===== config.mk =====
export PLATFORM = sky130hd
export DESIGN_NAME = sbus_ctl_core
export DESIGN_NICKNAME = d
export VERILOG_FILES = /design/src/rtl/sbus_pkg.sv /design/src/rtl/sbus_step_ctr.sv /design/src/rtl/sbus_decode.sv /design/src/rtl/sbus_datapath.sv /design/src/rtl/sbus_ctl_core.sv
export SDC_FILE = /design/constraint.sdc
export NUM_CORES = 1
export LEC_CHECK = 0
export ABC_AREA = 1
export BUFFER_PORTS_ARGS = -buffer_cell sky130_fd_sc_hd__buf_2
export CORE_MARGIN = 5
export CORE_UTILIZATION = 40
export CTS_BUF_LIST = sky130_fd_sc_hd__clkbuf_2 sky130_fd_sc_hd__clkbuf_4 sky130_fd_sc_hd__clkbuf_8
export DETAILED_ROUTE_END_ITERATION = 10
export SYNTH_ARGS = -nofsm -noshare
export SYNTH_HDL_FRONTEND = slang
export SYNTH_HIERARCHICAL = 1
export SYNTH_SLANG_ARGS = --single-unit

===== constraint.sdc =====
create_clock -name clk -period 3.7 [get_ports clk]
set_input_delay 0.555 -clock clk [delete_from_list [all_inputs] [get_ports clk]]
set_output_delay 0.555 -clock clk [all_outputs]
set_load 0.03 [all_outputs]

===== src/rtl/sbus_pkg.sv =====
package sbus_pkg;

    localparam int NUM_SRC = 5;
    localparam int SRC_PC  = 0;
    localparam int SRC_Z   = 1;
    localparam int SRC_MDR = 2;
    localparam int SRC_IRA = 3;
    localparam int SRC_R0  = 4;

    typedef enum logic [2:0] {
        ST_FETCH_ADDR = 3'd0,
        ST_PC_UPD     = 3'd1,
        ST_IR_LOAD    = 3'd2,
        ST_OP_ADDR    = 3'd3,
        ST_OP_Y       = 3'd4,
        ST_SUM        = 3'd5,
        ST_WB         = 3'd6
    } step_e;

    // Datapath-facing controls
    typedef struct packed {
        logic [NUM_SRC-1:0] drv;
        logic pc_in;
        logic mar_in;
        logic ir_in;
        logic y_in;
        logic z_in;
        logic r0_in;
        logic rd;
        logic a_is_y;
        logic cin;
    } dp_ctl_t;

    typedef struct packed {
        dp_ctl_t dp;
        logic    wmfc;
        logic    fin;
    } ctl_t;

    // While stalled only the wait request survives; data capture lives in the datapath
    function automatic ctl_t gate_ctl(ctl_t c, logic stall);
        ctl_t r;
        r = c;
        if (stall) begin
            r.dp  = '0;
            r.fin = 1'b0;
        end
        return r;
    endfunction

endpackage


===== src/rtl/sbus_step_ctr.sv =====
module sbus_step_ctr
    import sbus_pkg::*;
(
    input  logic  clk,
    input  logic  rst,
    input  logic  wmfc,
    input  logic  fin,
    input  logic  rd_issue,
    input  logic  mem_done,
    output step_e step,
    output logic  stall
);

    logic  data_ready;
    step_e step_q;

    assign step  = step_q;
    assign stall = wmfc & ~data_ready;

    // Completion flag: set by the memory pulse, cleared when a new read is issued
    always_ff @(posedge clk) begin
        if (rst)
            data_ready <= 1'b0;
        else if (rd_issue)
            data_ready <= 1'b0;
        else if (mem_done)
            data_ready <= 1'b1;
    end

    always_ff @(posedge clk) begin
        if (rst)
            step_q <= ST_FETCH_ADDR;
        else if (!stall) begin
            if (fin)
                step_q <= ST_FETCH_ADDR;
            else
                step_q <= step_e'(step_q + 3'd1);
        end
    end

endmodule


===== src/rtl/sbus_decode.sv =====
module sbus_decode
    import sbus_pkg::*;
#(
    parameter int               OPC_W   = 4,
    parameter logic [OPC_W-1:0] ADD_OPC = 1
) (
    input  step_e            step,
    input  logic [OPC_W-1:0] opcode,
    output ctl_t             ctl
);

    always_comb begin
        ctl = '0;
        unique case (step)
            ST_FETCH_ADDR: begin
                ctl.dp.drv[SRC_PC] = 1'b1;
                ctl.dp.mar_in      = 1'b1;
                ctl.dp.rd          = 1'b1;
                ctl.dp.cin         = 1'b1;
                ctl.dp.z_in        = 1'b1;
            end
            ST_PC_UPD: begin
                ctl.dp.drv[SRC_Z]  = 1'b1;
                ctl.dp.pc_in       = 1'b1;
            end
            ST_IR_LOAD: begin
                ctl.dp.drv[SRC_MDR] = 1'b1;
                ctl.dp.ir_in        = 1'b1;
                ctl.wmfc            = 1'b1;
            end
            ST_OP_ADDR: begin
                if (opcode == ADD_OPC) begin
                    ctl.dp.drv[SRC_IRA] = 1'b1;
                    ctl.dp.mar_in       = 1'b1;
                    ctl.dp.rd           = 1'b1;
                end else begin
                    ctl.fin = 1'b1;
                end
            end
            ST_OP_Y: begin
                ctl.dp.drv[SRC_R0] = 1'b1;
                ctl.dp.y_in        = 1'b1;
            end
            ST_SUM: begin
                ctl.dp.drv[SRC_MDR] = 1'b1;
                ctl.dp.a_is_y       = 1'b1;
                ctl.dp.z_in         = 1'b1;
                ctl.wmfc            = 1'b1;
            end
            ST_WB: begin
                ctl.dp.drv[SRC_Z]  = 1'b1;
                ctl.dp.r0_in       = 1'b1;
                ctl.fin            = 1'b1;
            end
            default: ctl.fin = 1'b1;
        endcase
    end

endmodule


===== src/rtl/sbus_datapath.sv =====
module sbus_datapath
    import sbus_pkg::*;
#(
    parameter int DATA_W = 16,
    parameter int OPC_W  = 4,
    localparam int ADDR_W = DATA_W - OPC_W
) (
    input  logic               clk,
    input  logic               rst,
    input  dp_ctl_t            ctl,
    input  logic [DATA_W-1:0]  mem_rdata,
    input  logic               mem_done,
    output logic [ADDR_W-1:0]  mem_addr,
    output logic               mem_rd,
    output logic [ADDR_W-1:0]  pc,
    output logic [DATA_W-1:0]  r0,
    output logic [OPC_W-1:0]   opcode
);

    logic [ADDR_W-1:0] pc_q, mar_q;
    logic [DATA_W-1:0] mdr_q, ir_q, y_q, z_q, r0_q;
    logic [DATA_W-1:0] src [NUM_SRC];
    logic [DATA_W-1:0] bus, alu_a, alu_sum;
    logic              rd_q;

    assign src[SRC_PC]  = DATA_W'(pc_q);
    assign src[SRC_Z]   = z_q;
    assign src[SRC_MDR] = mdr_q;
    assign src[SRC_IRA] = DATA_W'(ir_q[ADDR_W-1:0]);
    assign src[SRC_R0]  = r0_q;

    // Shared bus: OR of enabled sources (at most one enabled)
    always_comb begin
        bus = '0;
        for (int i = 0; i < NUM_SRC; i++) begin
            if (ctl.drv[i])
                bus = bus | src[i];
        end
    end

    assign alu_a   = ctl.a_is_y ? y_q : '0;
    assign alu_sum = alu_a + bus + DATA_W'(ctl.cin);

    always_ff @(posedge clk) begin
        if (rst) begin
            pc_q  <= '0;
            mar_q <= '0;
            mdr_q <= '0;
            ir_q  <= '0;
            y_q   <= '0;
            z_q   <= '0;
            r0_q  <= '0;
            rd_q  <= 1'b0;
        end else begin
            rd_q <= ctl.rd;
            if (ctl.pc_in)  pc_q  <= bus[ADDR_W-1:0];
            if (ctl.mar_in) mar_q <= bus[ADDR_W-1:0];
            if (ctl.ir_in)  ir_q  <= bus;
            if (ctl.y_in)   y_q   <= bus;
            if (ctl.z_in)   z_q   <= alu_sum;
            if (ctl.r0_in)  r0_q  <= bus;
            if (mem_done)   mdr_q <= mem_rdata;
        end
    end

    assign mem_addr = mar_q;
    assign mem_rd   = rd_q;
    assign pc       = pc_q;
    assign r0       = r0_q;
    assign opcode   = ir_q[DATA_W-1 -: OPC_W];

endmodule


===== src/rtl/sbus_ctl_core.sv =====
module sbus_ctl_core
    import sbus_pkg::*;
#(
    parameter int               DATA_W  = 16,
    parameter int               OPC_W   = 4,
    parameter logic [OPC_W-1:0] ADD_OPC = 1,
    localparam int ADDR_W = DATA_W - OPC_W
) (
    input  logic               clk,
    input  logic               rst,
    output logic [ADDR_W-1:0]  mem_addr,
    output logic               mem_rd,
    input  logic [DATA_W-1:0]  mem_rdata,
    input  logic               mem_done,
    output logic               instr_done,
    output logic [ADDR_W-1:0]  pc_out,
    output logic [DATA_W-1:0]  r0_out,
    output logic [NUM_SRC-1:0] bus_drv
);

    step_e            step;
    logic             stall;
    logic [OPC_W-1:0] opcode;
    ctl_t             ctl_raw, ctl_g;

    sbus_decode #(.OPC_W(OPC_W), .ADD_OPC(ADD_OPC)) dec_i (
        .step   (step),
        .opcode (opcode),
        .ctl    (ctl_raw)
    );

    assign ctl_g = gate_ctl(ctl_raw, stall);

    sbus_step_ctr ctr_i (
        .clk      (clk),
        .rst      (rst),
        .wmfc     (ctl_raw.wmfc),
        .fin      (ctl_raw.fin),
        .rd_issue (ctl_g.dp.rd),
        .mem_done (mem_done),
        .step     (step),
        .stall    (stall)
    );

    sbus_datapath #(.DATA_W(DATA_W), .OPC_W(OPC_W)) dp_i (
        .clk       (clk),
        .rst       (rst),
        .ctl       (ctl_g.dp),
        .mem_rdata (mem_rdata),
        .mem_done  (mem_done),
        .mem_addr  (mem_addr),
        .mem_rd    (mem_rd),
        .pc        (pc_out),
        .r0        (r0_out),
        .opcode    (opcode)
    );

    assign instr_done = ctl_g.fin;
    assign bus_drv    = ctl_g.dp.drv;

endmodule


==> results.yml, run 1 <==
sta:
  fin_skew_ps: 11.5
  finalHoldViolations: 0
  fin_crit_ps: 3390
  max-slew-margin-rel_pct: 42.3
  fin_crit_sh_pct: 91.5
  setup-tns-final_ps: 0
  setup-violations-final: 0
  hold_slack_ps: 376
  slew_viol_final: 0
  rsz0062_at_grt: "false"
  worst_pin_slew_ps: 865
  fmax_mhz: 295
cts:
  holdBufCountCts: 0
  numCtsBuffers: 9
  clock-root-buffer: "clkbuf_8"
  clk_path_buf_depth: 2
  h-tree-depth: 3
  clock_latency_ps: 390
  cts.sinks: 109
  cts.clk_slew.worst_paths_ps: 100
  tritoncts: "yes"
cells_and_area:
  layout-drive-gt1-share_pct: 13.4
  syn_to_final_growth_pct: 11.4
  diodes: 0
  nets: 1003
  finalNonFillerCells: 1156
power_and_ir_drop:
  total_power_mw: 5.06
  pwr_density_cell_mw_per_mm2: 770
  power_leakage_nw: 3.76
  vdd_drop_max_mv: 0.229
critical_path:
  end_kind: "register"
  crit_type: "reg -> reg"
  start_kind: "register"
  critPathCapture: "dp_i/z_q[8]$_SDFFE_PP0P_"
  arrival_ps: 3670
  r2r_cells: 16
  worstPathRequired_ps: 3990
  worstPathMaxFanout: 10
  crit_start: "ctr_i/step[2]$_SDFFE_PP0N_"
  r2r_slack_ps: 310
  r2r_start: "ctr_i/step[2]$_SDFFE_PP0N_"
  timing.rr.end: "dp_i/z_q[8]$_SDFFE_PP0P_"
die:
  coreArea_mm2: 0.0145
  io_pins: 66
  die_area_mm2: 0.0173
  floorplan.initialDensity_pct: 40.8
  num_rows: 44
  die_x_um: 131
  fp.dieH_um: 131
synth:
  avgSynthCellArea_um2: 6.43
  ys_ff_latch: 109
  synthArstFlopShare_pct: 0
  synth_area_mm2: 0.00590
  yosysTopAreaCellShare_pct: 37.0
  synth.distinct_cells: 37
  syn_inst: 917
  synth_edf_count: 0
  netlist_top_cells_count: "186 x inv_1, 169 x nor2_1, 149 x nand2_1"
  ys.flop_type: "dfxtp_1"
  synth.most_common_cell: "inv_1"
  synth_area_leaders: "dfxtp_1 37%, inv_1 12%, nor2_1 11%"
  ys_warn_count: 6
  synth_largest_area_cell: "dfxtp_1"
  synth_nets: 953
  yosysSeqAreaShare_pct: 37.0
global_route:
  grtUsageTotal_pct: 18.2
  grt_pass1_vias: 4965
  grt_max_degree: 77
  grt-ovfl-total: 0
  antenna_found_initial: 0
  grt_first_pass_wirelength_um: 25800
placed_design:
  gp_congestion: 0.881
  place_inst: 1140
  hpwl_um: 11700
  io_buffers: 65
run_status:
  outcome: "complete, no violations"
job:
  max-cap-violations: 0
min_path:
  hp-class: "in -> reg"
detailed_routing:
  drcViolationCount: 0
  wl_per_cell_um: 13.6
  wirelength_um: 15700
  postRouteAntennaNets: 0
  avgViaCountPerCell: 4.74
  drt_iter0_drc: 455
  vias: 5480
  first_pass_iters: 4
## registers in the layout, summed over array words and instances (netlist names)
name,flops
dp_i/y_q,16
dp_i/z_q,16
dp_i/ir_q,16
dp_i/mdr_q,16
dp_i/mem_addr,12
dp_i/pc,12
dp_i/mem_rd,1
dp_i/r0,16
ctr_i/data_ready,1
ctr_i/step,3
## logic make-up after synthesis
family / Yosys count / share of synthesized area, %
DFF: 109 / 37.0
xor gates and xnor gates: 4 / 0.594
and+or+nand+nor: 360 / 24.3
buffers and inverters: 243 / 16.9
adders and majority gates: 17 / 3.86
AOI/OAI and AO/OA: 184 / 17.4
## placed cells by master, fill, tap and decap left out, drive strengths merged, types with 2 or more instances in the layout
master	count
a21oi	57
a221oi	4
buf	91
clkbuf	10
clkinv	6
dfxtp	109
fa	2
ha	15
inv	190
nand2	151
nand3	28
nor2	171
nor3	5
o211ai	10
o21ai	111
or2	2
xnor2	2
xor2	2
## metal layers
| metal | vias to the layer above | routed length, um | GRT usage [%] |
|---|---|---|---|
| li1 | 2885 | - | - |
| met3 | 22 | 611 | 3.10 |
| met2 | 114 | 7010 | 28.5 |
| met5 | - | 0 | 0 |
| met4 | 0 | 408 | 7.26 |
| met1 | 2459 | 7650 | 24.9 |
## cell type report
| cell class | count | area, um2 |
|---|---|---|
| fill | 1544 | 7910 |
| multi-input combinational | 565 | 2720 |
| sequential | 109 | 2180 |
| inverter | 191 | 717 |
| timing repair buffer | 91 | 520 |
| tap | 184 | 230 |
| clock buffer | 10 | 138 |
| clock inverter | 6 | 62.6 |
## critical path, stage by stage, from the launching register on
cell	delay, ps
dfxtp_1	340
buf_4	160
o21ai_1	240
inv_1	110
nor2_4	190
buf_4	210
nor2_1	80
inv_2	200
o21ai_2	170
fa_1	450
fa_1	450
nand3_1	100
nand3_1	130
a21oi_1	190
nor2_1	50
o21ai_0	150
inv_1	60
## worst min path at each step
stage	start	end	slack, ps	cells past startpoint
3_5_place_dp	dp_i/z_q[5]$_SDFFE_PP0P_	dp_i/z_q[5]$_SDFFE_PP0P_	470	2
2_1_floorplan	dp_i/mdr_q[12]$_SDFFE_PP0P_	dp_i/mdr_q[12]$_SDFFE_PP0P_	430	2
5_1_grt	mem_rdata[10]	dp_i/mdr_q[10]$_SDFFE_PP0P_	370	3
4_1_cts	mem_rdata[10]	dp_i/mdr_q[10]$_SDFFE_PP0P_	360	3
6_report	mem_rdata[10]	dp_i/mdr_q[10]$_SDFFE_PP0P_	380	3
3_3_place_gp	dp_i/mdr_q[14]$_SDFFE_PP0P_	dp_i/mdr_q[14]$_SDFFE_PP0P_	460	2
## through the flow
| stage | setup WS, ps | utilization, % | area, um2 |
|---|---|---|---|
| 6_report | 314 | 45.4 | 6570 |
| 5_1_grt | 39.8 | 45.4 | 6570 |
| 4_1_cts | 259 | 45.4 | 6570 |
| 3_5_place_dp | 285 | 44.0 | 6370 |
| 3_3_place_gp | 322 | 44.0 | 6370 |
| 2_1_floorplan | 323 | - | 5900 |
## repair_timing
action | 4_1_cts | 5_1_grt
resized for setup | 0 | 1
buffers inserted | 0 | 0
setup endpoints to repair | 0 | 7
## power by group
part | total [mW] | switching [mW] | internal, mW
sequential | 1.68 | 0.188 | 1.50
combinational | 2.63 | 1.80 | 0.836
clock | 0.746 | 0.415 | 0.331
total | 5.06 | 2.40 | 2.66
No activity file was read; power rests on OpenSTA's default activity.
==> inputs of run 2 (changes only) <==
Settings changed: GPL_TIMING_DRIVEN set to 0.
==> run 2 against run 1 <==
  * Design area rose by 5.6%
  * Flip-flop and latch count did not move
  * Register-to-register slack got worse by 100 ps
  * Wire length rose by 4.3%
  * Utilization rose by 2.5 points
  * Via count rose by 3.1%
  * Power rose by 7.1%
  * Critical path depth rose by 3
  * Non-clock buffer count rose by 40
  * Fmax fell by 2.9%
  * First-iteration DRC count fell by 20%
==> results.yml, run 2 (same netlist as run 1, synthesis figures left out) <==
run_status:
  outcome: "complete, no violations"
die:
  floorplan.initialDensity_pct: 40.8
  io_pins: 66
  fp.dieH_um: 131
  coreArea_mm2: 0.0145
  num_rows: 44
  die_x_um: 131
  die_area_mm2: 0.0173
critical_path:
  timing.rr.end: "dp_i/z_q[8]$_SDFFE_PP0P_"
  cpPeakStageDelay_ps: 390
  r2r_slack_ps: 210
  arrival_ps: 3770
  crit_path_cell_trace: "buf_4 -> inv_1 -> nand2_1 -> o21ai_2 -> inv_1 -> nor2_4 -> buf_6 -> nor2_1 -> buf_2 -> a221oi_4 -> o21ai_4 -> fa_2 -> fa_2 -> nand3_1 -> nand3_2 -> a21oi_2 -> nor2_1 -> o21ai_0 -> inv_1"
  crit_family: "compound AO/OA/AOI/OAI gates"
  r2r_cells: 19
  r2r_start: "ctr_i/step[0]$_SDFFE_PP0N_"
  crit_start: "ctr_i/step[0]$_SDFFE_PP0N_"
  worstPathMaxFanout: 10
  slowest_stage: "fa_2"
  end_kind: "register"
  critPathCapture: "dp_i/z_q[8]$_SDFFE_PP0P_"
  start_kind: "register"
  crit_type: "reg -> reg"
  path_buf_inv: 6
  path_depth: 19
  worstPathRequired_ps: 3980
  timing.critical_path.mode_cell: "inv_1"
cells_and_area:
  nets: 1043
  layout_common_cells: "186 x inv_1, 166 x nor2_1, 149 x nand2_1, 107 x dfxtp_1, 103 x o21ai_0"
  layout-drive-gt1-share_pct: 16.0
  layout_commonest_cell: "inv_1"
  diodes: 0
  syn_to_final_growth_pct: 17.6
  fillers: 1567
  finalNonFillerCells: 1196
global_route:
  grt_first_pass_wirelength_um: 25900
  grt-ovfl-total: 0
  use_met1_pct: 23.6
  use_met2_pct: 30.5
  top_usage_layer: "met2"
  grt_max_degree: 18
  gr-usage-met3_pct: 4.47
  antenna_found_initial: 0
  grt_pass1_vias: 5047
  grtUsageTotal_pct: 18.4
detailed_routing:
  avgViaCountPerCell: 4.72
  first_pass_iters: 5
  postRouteAntennaNets: 0
  vias: 5650
  wirelength_um: 16400
  wl_per_cell_um: 13.7
  drcViolationCount: 0
  drt_iter0_drc: 366
cts:
  numCtsBuffers: 9
  cts.sinks: 109
  clk_path_buf_depth: 2
  clock-root-buffer: "clkbuf_8"
  tritoncts: "yes"
  h-tree-depth: 3
  holdBufCountCts: 0
  clock_latency_ps: 390
  cts.clk_slew.worst_paths_ps: 100
power_and_ir_drop:
  power_frac_comb_pct: 53.7
  pwr_density_cell_mw_per_mm2: 781
  clockPowerShare_pct: 15.3
  power_leakage_nw: 3.87
  vdd_drop_max_mv: 0.242
  seqPwrFrac_pct: 31.0
  total_power_mw: 5.42
  sw_frac_of_total_pct: 46.6
  intPower_mw: 2.89
  switchingPower_mw: 2.53
sta:
  fin_crit_ps: 3490
  fin_crit_sh_pct: 94.3
  setup-violations-final: 0
  fmax_mhz: 287
  finalHoldViolations: 0
  worst_pin_slew_ps: 744
  setup-tns-final_ps: 0
  fin_skew_ps: 13.3
  rsz0062_at_grt: "false"
  hold_slack_ps: 372
  slew_viol_final: 0
  max-slew-margin-rel_pct: 50.4
  worst_slack_ps: 212
placed_design:
  gp_congestion: 0.856
  io_buffers: 65
  hpwl_um: 12400
  place_ws_ps: -325
  place_inst: 1166
job:
  max-cap-violations: 0
min_path:
  hp-class: "in -> reg"
## run 2: cell types whose count changed in the layout (fill, tap and decap cells not counted), moves of 3 or more
cell / before / now
buf_1: 0 / 5
buf_2: 65 / 71
buf_4: 26 / 30
buf_6: 0 / 3
clkbuf_1: 0 / 22
clkbuf_4: 0 / 3
clkinv_2: 3 / 0
ha_1: 15 / 11
ha_4: 0 / 3
nor2_1: 169 / 166
o211ai_2: 8 / 5
o211ai_4: 0 / 3
o21ai_1: 6 / 3
## run 2: cell type report
| class | instances | area [um2] | area share [%] |
|---|---|---|---|
| multi-input combinational | 565 | 2860 | 41.3 |
| sequential | 109 | 2180 | 31.5 |
| inverter | 191 | 717 | 10.3 |
| timing repair buffer | 80 | 435 | 6.28 |
| buffer | 51 | 280 | 4.04 |
| tap | 184 | 230 | 3.32 |
| clock buffer | 12 | 146 | 2.11 |
| clock inverter | 4 | 80.1 | 1.15 |
## run 2: power groups by stage
stage	Combinational, mW	Sequential, mW	Clock, mW
after detailed placement	2.67	1.70	0
after global placement	2.66	1.70	0
final	2.91	1.68	0.830
after global routing	3.22	1.72	0.901
after floorplan	1.66	1.93	0
after CTS	2.74	1.68	0.858
## run 2: worst min-delay path by stage
stage | startpoint | end | depth (start not counted)
6_report | rst | ctr_i/step[1]$_SDFFE_PP0N_ | 2
5_1_grt | rst | ctr_i/step[1]$_SDFFE_PP0N_ | 2
3_5_place_dp | dp_i/mdr_q[12]$_SDFFE_PP0P_ | dp_i/mdr_q[12]$_SDFFE_PP0P_ | 2
2_1_floorplan | dp_i/mdr_q[12]$_SDFFE_PP0P_ | dp_i/mdr_q[12]$_SDFFE_PP0P_ | 2
4_1_cts | rst | ctr_i/step[0]$_SDFFE_PP0N_ | 2
3_3_place_gp | dp_i/mdr_q[12]$_SDFFE_PP0P_ | dp_i/mdr_q[12]$_SDFFE_PP0P_ | 2
## run 2: timing repair
| item | 4_1_cts | 5_1_grt |
|---|---|---|
| resized for setup | 9 | 20 |
| endpoints found under the setup margin | 11 | 11 |
| setup buffers | 3 | 11 |
| gates cloned | 0 | 1 |
| pin swaps | 1 | 6 |
## run 2: worst reg2reg max path, stage by stage, from the launching register on
cell and delay (ps):
dfxtp_2 350, buf_4 160, inv_1 50, nand2_1 70, o21ai_2 190, inv_1 90, nor2_4 130, buf_6 140
nor2_1 110, buf_2 230, a221oi_4 320, o21ai_4 130, fa_2 380, fa_2 390, nand3_1 90, nand3_2 120
a21oi_2 180, nor2_1 50, o21ai_0 140, inv_1 60
## run 2: metrics by stage
stage	util, %	area, um2
floorplan	-	5900
global placement	44.6	6460
detailed placement	44.6	6460
CTS	46.6	6750
global route	47.9	6940
finish	47.9	6940
## run 2: per-layer routing
layer,up-vias,routed length (um),part of all wire [%]
li1,2975,-,-
met1,2533,7480,46
met2,126,7680,47
met3,16,846,5.2
met4,0,360,2.2
met5,-,0,0
